--- src/rtl/cfg_load_seq.sv ---
module cfg_load_seq #(
  parameter int          DEPTH     = 16,
  parameter logic [31:0] DEV_CODE  = 32'h0420_3093,
  parameter bit          WAIT_LOCK = 1'b1,
  localparam int         AW        = (DEPTH > 1) ? $clog2(DEPTH) : 1
) (
  input  logic          clk,
  input  logic          por_n,
  input  logic          prog_n,
  input  logic [2:0]    mode_i,
  input  logic [15:0]   din,
  input  logic          din_vld,
  input  logic          lock_i,
  output logic          mem_we,
  output logic [AW-1:0] mem_addr,
  output logic [31:0]   mem_wdata,
  output logic          master_o,
  output logic          core_rel,
  output logic          io_en,
  output logic          done,
  output logic          err
);
  localparam logic [31:0] WPAT = 32'h0000_00BB;
  localparam logic [31:0] SYNC = 32'hAA99_5566;
  localparam logic [31:0] POLY = 32'h04C1_1DB7;
  localparam logic [AW-1:0] LAST = AW'(DEPTH - 1);

  typedef enum logic [3:0] {
    S_IDLE, S_CLR, S_MODE, S_DET, S_SYN, S_ID, S_LOAD, S_CRC,
    S_LCK, S_FIN, S_DONE, S_ERR
  } st_t;

  st_t         st;
  logic [1:0]  wsel;
  logic [31:0] sh, wd, crc, sh_nx;
  logic [4:0]  bc, bc_last;
  logic        wv, take;
  logic [AW-1:0] idx;

  function automatic logic [31:0] crc_step(input logic [31:0] c, input logic [31:0] d);
    logic [31:0] r;
    r = c;
    for (int i = 31; i >= 0; i--) begin
      if (r[31] ^ d[i]) r = {r[30:0], 1'b0} ^ POLY;
      else              r = {r[30:0], 1'b0};
    end
    return r;
  endfunction

  assign take    = din_vld && (st inside {S_DET, S_SYN, S_ID, S_LOAD, S_CRC});
  assign bc_last = (wsel == 2'b01) ? 5'd3 : (wsel == 2'b10) ? 5'd1 : 5'd31;

  always_comb begin
    case (wsel)
      2'b01:   sh_nx = {sh[23:0], din[7:0]};
      2'b10:   sh_nx = {sh[15:0], din};
      default: sh_nx = {sh[30:0], din[0]};
    endcase
  end

  assign mem_we    = (st == S_CLR) || (st == S_LOAD && wv);
  assign mem_addr  = idx;
  assign mem_wdata = (st == S_LOAD) ? wd : 32'd0;

  always_ff @(posedge clk or negedge por_n) begin
    if (!por_n) begin
      sh <= '0; wd <= '0; wv <= 1'b0; bc <= '0;
    end else begin
      wv <= 1'b0;
      if (st == S_MODE) bc <= '0;
      else if (take) begin
        sh <= sh_nx;
        if (bc == bc_last) begin
          wd <= sh_nx; wv <= 1'b1; bc <= '0;
        end else bc <= bc + 5'd1;
      end
    end
  end

  always_ff @(posedge clk or negedge por_n) begin
    if (!por_n) begin
      st <= S_IDLE; idx <= '0; wsel <= '0; master_o <= 1'b0; crc <= '1;
      core_rel <= 1'b0; io_en <= 1'b0; done <= 1'b0; err <= 1'b0;
    end else if (!prog_n) begin
      st <= S_IDLE; idx <= '0;
      core_rel <= 1'b0; io_en <= 1'b0; done <= 1'b0; err <= 1'b0;
    end else begin
      case (st)
        S_IDLE: begin idx <= '0; st <= S_CLR; end
        S_CLR: begin
          idx <= idx + 1'b1;
          if (idx == LAST) st <= S_MODE;
        end
        S_MODE: begin
          wsel     <= (mode_i[1:0] == 2'b11) ? 2'b00 : mode_i[1:0];
          master_o <= mode_i[2];
          idx      <= '0;
          crc      <= '1;
          st       <= S_DET;
        end
        S_DET: if (wv && wd == WPAT) st <= S_SYN;
        S_SYN: if (wv) st <= (wd == SYNC) ? S_ID : S_DET;
        S_ID: if (wv) begin
          if (wd == DEV_CODE) st <= S_LOAD;
          else begin err <= 1'b1; st <= S_ERR; end
        end
        S_LOAD: if (wv) begin
          crc <= crc_step(crc, wd);
          idx <= idx + 1'b1;
          if (idx == LAST) st <= S_CRC;
        end
        S_CRC: if (wv) begin
          if (wd == crc) begin core_rel <= 1'b1; st <= S_LCK; end
          else begin err <= 1'b1; st <= S_ERR; end
        end
        S_LCK: if (!WAIT_LOCK || lock_i) begin io_en <= 1'b1; st <= S_FIN; end
        S_FIN: begin done <= 1'b1; st <= S_DONE; end
        default: ;
      endcase
    end
  end

  p_prog_clears_r1: assert property (@(posedge clk) disable iff (!por_n)
    !prog_n |=> (!done && !io_en && !core_rel && !err));
  p_oe_after_rel_r8: assert property (@(posedge clk) disable iff (!por_n)
    io_en |-> core_rel);
  p_done_after_oe_r8: assert property (@(posedge clk) disable iff (!por_n)
    $rose(done) |-> $past(io_en));
  p_lock_gate_r9: assert property (@(posedge clk) disable iff (!por_n)
    $rose(io_en) |-> (!WAIT_LOCK || $past(lock_i)));
  p_err_no_done_r10: assert property (@(posedge clk) disable iff (!por_n)
    err |-> (!done && !mem_we));
  p_no_write_when_done_r6: assert property (@(posedge clk) disable iff (!por_n)
    done |-> !mem_we);
endmodule

--- config.mk ---
export PLATFORM = sky130hd
export DESIGN_NAME = cfg_load_seq
export DESIGN_NICKNAME = d
export VERILOG_FILES = /design/src/rtl/cfg_load_seq.sv
export SDC_FILE = /design/constraint.sdc
export NUM_CORES = 1
export LEC_CHECK = 0
export ABC_CLOCK_PERIOD_IN_PS = 4850
export BUFFER_PORTS_ARGS = -buffer_cell sky130_fd_sc_hd__buf_2
export CAP_MARGIN = 20
export CORE_MARGIN = 2
export CORE_UTILIZATION = 62
export CTS_CLUSTER_SIZE = 8
export DETAILED_ROUTE_END_ITERATION = 8
export HOLD_SLACK_MARGIN = 0.02
export PLACE_DENSITY_LB_ADDON = 0.15
export SYNTH_ARGS = -nofsm -noshare
export SYNTH_HDL_FRONTEND = slang
export SYNTH_SLANG_ARGS = --single-unit
--- constraint.sdc ---
create_clock -name clk -period 4.85 [get_ports clk]
set_input_delay 1.455 -clock clk [delete_from_list [all_inputs] [get_ports clk]]
set_output_delay 1.455 -clock clk [all_outputs]
set_load 0.05 [all_outputs]
==> run metrics <==
status=completed; Worst path most repeated cell=xnor2_1; Critical Path, Cell by Cell=xor2_1, xnor3_1, xnor3_1, xor2_1, xor3_1, xnor2_1, xnor2_1, xnor2_1, a21oi_1; Worst path slowest cell=xnor3_1; Max Slew Vio Count=0; Post-Syn Instances=827; number of I/O pins=66; Post-Place Cell Area=0.00940 mm^2; worst-path maximum fanout=5; filler cell count=1,019; library cells used by synthesis=49; WL final=between 20 and 30 mm; placer congestion estimate=roughly 0.97; # port buffers=65; Final Worst Setup Slack=0.823 ns; area grow syn2layout=13.4%; clock skew=approximately 0.011 ns; Design Area, Final=0.0100 mm^2; register area=a little under 0.003 mm^2; setup TNS=0 ns; Post-DP HPWL=about 19 mm; Fin. Hold Viols=0; TritonCTS clock tree=built; max_cap viols=0; Resized cells post-CTS=0; Fin Hold WS=between 0.5 and 0.6 ns; vias per cell=around 6.1; Final setup viols=0; Remaining DRCs=0; Post-synth top cells=161 x xnor2_1, 84 x dfrtp_1, 64 x nor2_1, 52 x mux2_2, 47 x xor2_1; Arr. time, crit path=roughly 4.3 ns; Netlist Area Pre-Place=roughly 0.0088 mm^2; Critical Path Source Type=register; Synth area leaders=dfrtp_1 24%, xnor2_1 16%, dfstp_2 9.5%; largest net degree at the start of global routing=76; fmax=~250 MHz; hold_buf cts=0; Tot GR Track Use=approximately a third; crit path capture type=register; wire length per cell=23.2 um; Worst Hold Depth=2; Clock Pin Slew Worst Setup and Hold Paths=roughly 0.05 ns; Clock Latency Late Sink=between 0.4 and 0.5 ns; clock buffer count from CTS=17; H-tree Lvls=4; Vert. Die Dim=123 um; Die Wd=between 100 and 150 um; critical path class=reg -> reg; Tightest Hold Check Type=reg -> reg; number of diodes=0; RSZ-0062 raised after global routing=false; R2R depth=9; final period utilization=83.0%; area leader, netlist=dfrtp_1; final antenna-violating net count=0; die area=around 0.015 mm^2; number of post-CTS setup repair buffers=0; vias in the first global route=between 6,000 and 7,000; top_reg_cell synth=dfrtp_1; Clock Sinks=roughly 120; worst-margin pin slew=between 1 and 1.5 ns; drt pass-1 iters=5; Final #Nets=922; Core Area=0.0139 mm^2; asr flop ratio synth=100%; EDFF count, synth=0; Slew HR=between 30% and 40%; clock root cell=clkbuf_16; post-synthesis sequential area ratio=around 33%; Required @ worst endpoint=approximately 5.2 ns; drt initial violations=between 500 and 600; area of the multi-input gates=0.00573 mm^2; Post-Syn Area per Cell=10.7 um^2; Bufs on Longest Clock Path=2; most numerous cell in the Yosys netlist=xnor2_1; Vias=6,618; antenna violations before repair=0; Post-Syn Nets=around 860; Setup WS pre-CTS=between 0.8 and 0.9 ns; gr ovfl total=0; initial core utilization=a little under two thirds; Max stage delay on crit path=0.62 ns; final critical-path required period=4.03 ns; top cell type's share of synthesized area=23.8%; layout cells sized above 1=26.3%; Seq cells post-synth=~120; synth warn=0; row count=43; global-route wire length before repair=roughly 39 mm
-- path summary, 6_finish.rpt --
kind	start	slack, ns	to
setup / recovery	crc[24]	0.82	crc[19]
hold / removal	io_en	0.51	io_en
setup reg to reg	crc[24]	0.82	crc[19]
hold reg to reg	io_en	0.51	io_en
max in group asynchronous	por_n	2.73	crc[9]
min in group asynchronous	por_n	1.16	sh[21]
-- cell usage in the layout, fill, tap and decap left out, types with 3 or more instances in the layout --
cell type and count:
xnor2_1 161, dfrtp_1 84, buf_2 65, nor2_1 63
mux2_2 52, xor2_1 47, nand2_1 44, a21oi_1 42
o21ai_0 38, and3_1 33, xnor3_1 33, dfstp_2 32
a22oi_1 31, clkbuf_16 19, buf_4 19, xnor2_2 15
nand4_1 11, nand3_1 10, a31oi_1 9, inv_1 8
xnor2_4 7, xor2_2 6, nor4_1 6, ha_1 6
nand2b_1 5, xnor3_2 5, clkbuf_8 5, o22a_1 4
nand4b_1 4, and2_1 3, or4_1 3
-- through the flow --
| stage | instances | util [%] |
|---|---|---|
| floorplan | 827 | - |
| global placement | 1051 | 67.7 |
| detailed placement | 1051 | 67.7 |
| CTS | 1083 | 72.1 |
| global route | 1085 | 72.2 |
| finish | 1085 | 72.2 |
-- cell type report --
class | count | share of cell area (%)
Timing Repair Buffer | 85 | 4.82
Inverter | 9 | 0.337
Multi-Input combinational cell | 663 | 57.2
Sequential cell | 116 | 29.3
Tap cell | 180 | 2.25
Clock inverter | 6 | 0.599
Clock buffer | 26 | 5.50
-- layer usage --
metal / vias to the layer above / routed length [um] / track usage, %
met5: - / 0 / 0
met4: 0 / 1090 / 15.3
met3: 71 / 1330 / 4.98
met2: 263 / 12800 / 59.9
met1: 3287 / 9920 / 43.9
li1: 2997 / - / -
-- cells by family after synthesis --
logic type                 synth area share [%]
AOI/OAI and AO/OA                          9.34
and+or+nand+nor                            10.6
DFF                                        33.3
adders and majority gates                 0.849
xor gates and xnor gates                   37.2
buffers and inverters                      2.05
muxes                                      6.62
-- registers in the layout, summed over array words and instances (netlist names) --
name / cells
core_rel: 1
wv: 1
st: 4
io_en: 1
master_o: 1
err: 1
wd: 32
sh: 31
mem_addr: 4
wsel: 2
done: 1
crc: 32
bc: 5
-- critical path: cells and delay by family, from the launching register on --
kind                      cells  cell delay, ns
xor gates and xnor gates      8            3.25
AOI/OAI and AO/OA             1            0.11
DFF                           1            0.55
Power is not shown: default switching activity piles up to over one toggle a cycle in this logic, so the estimate is an artifact.
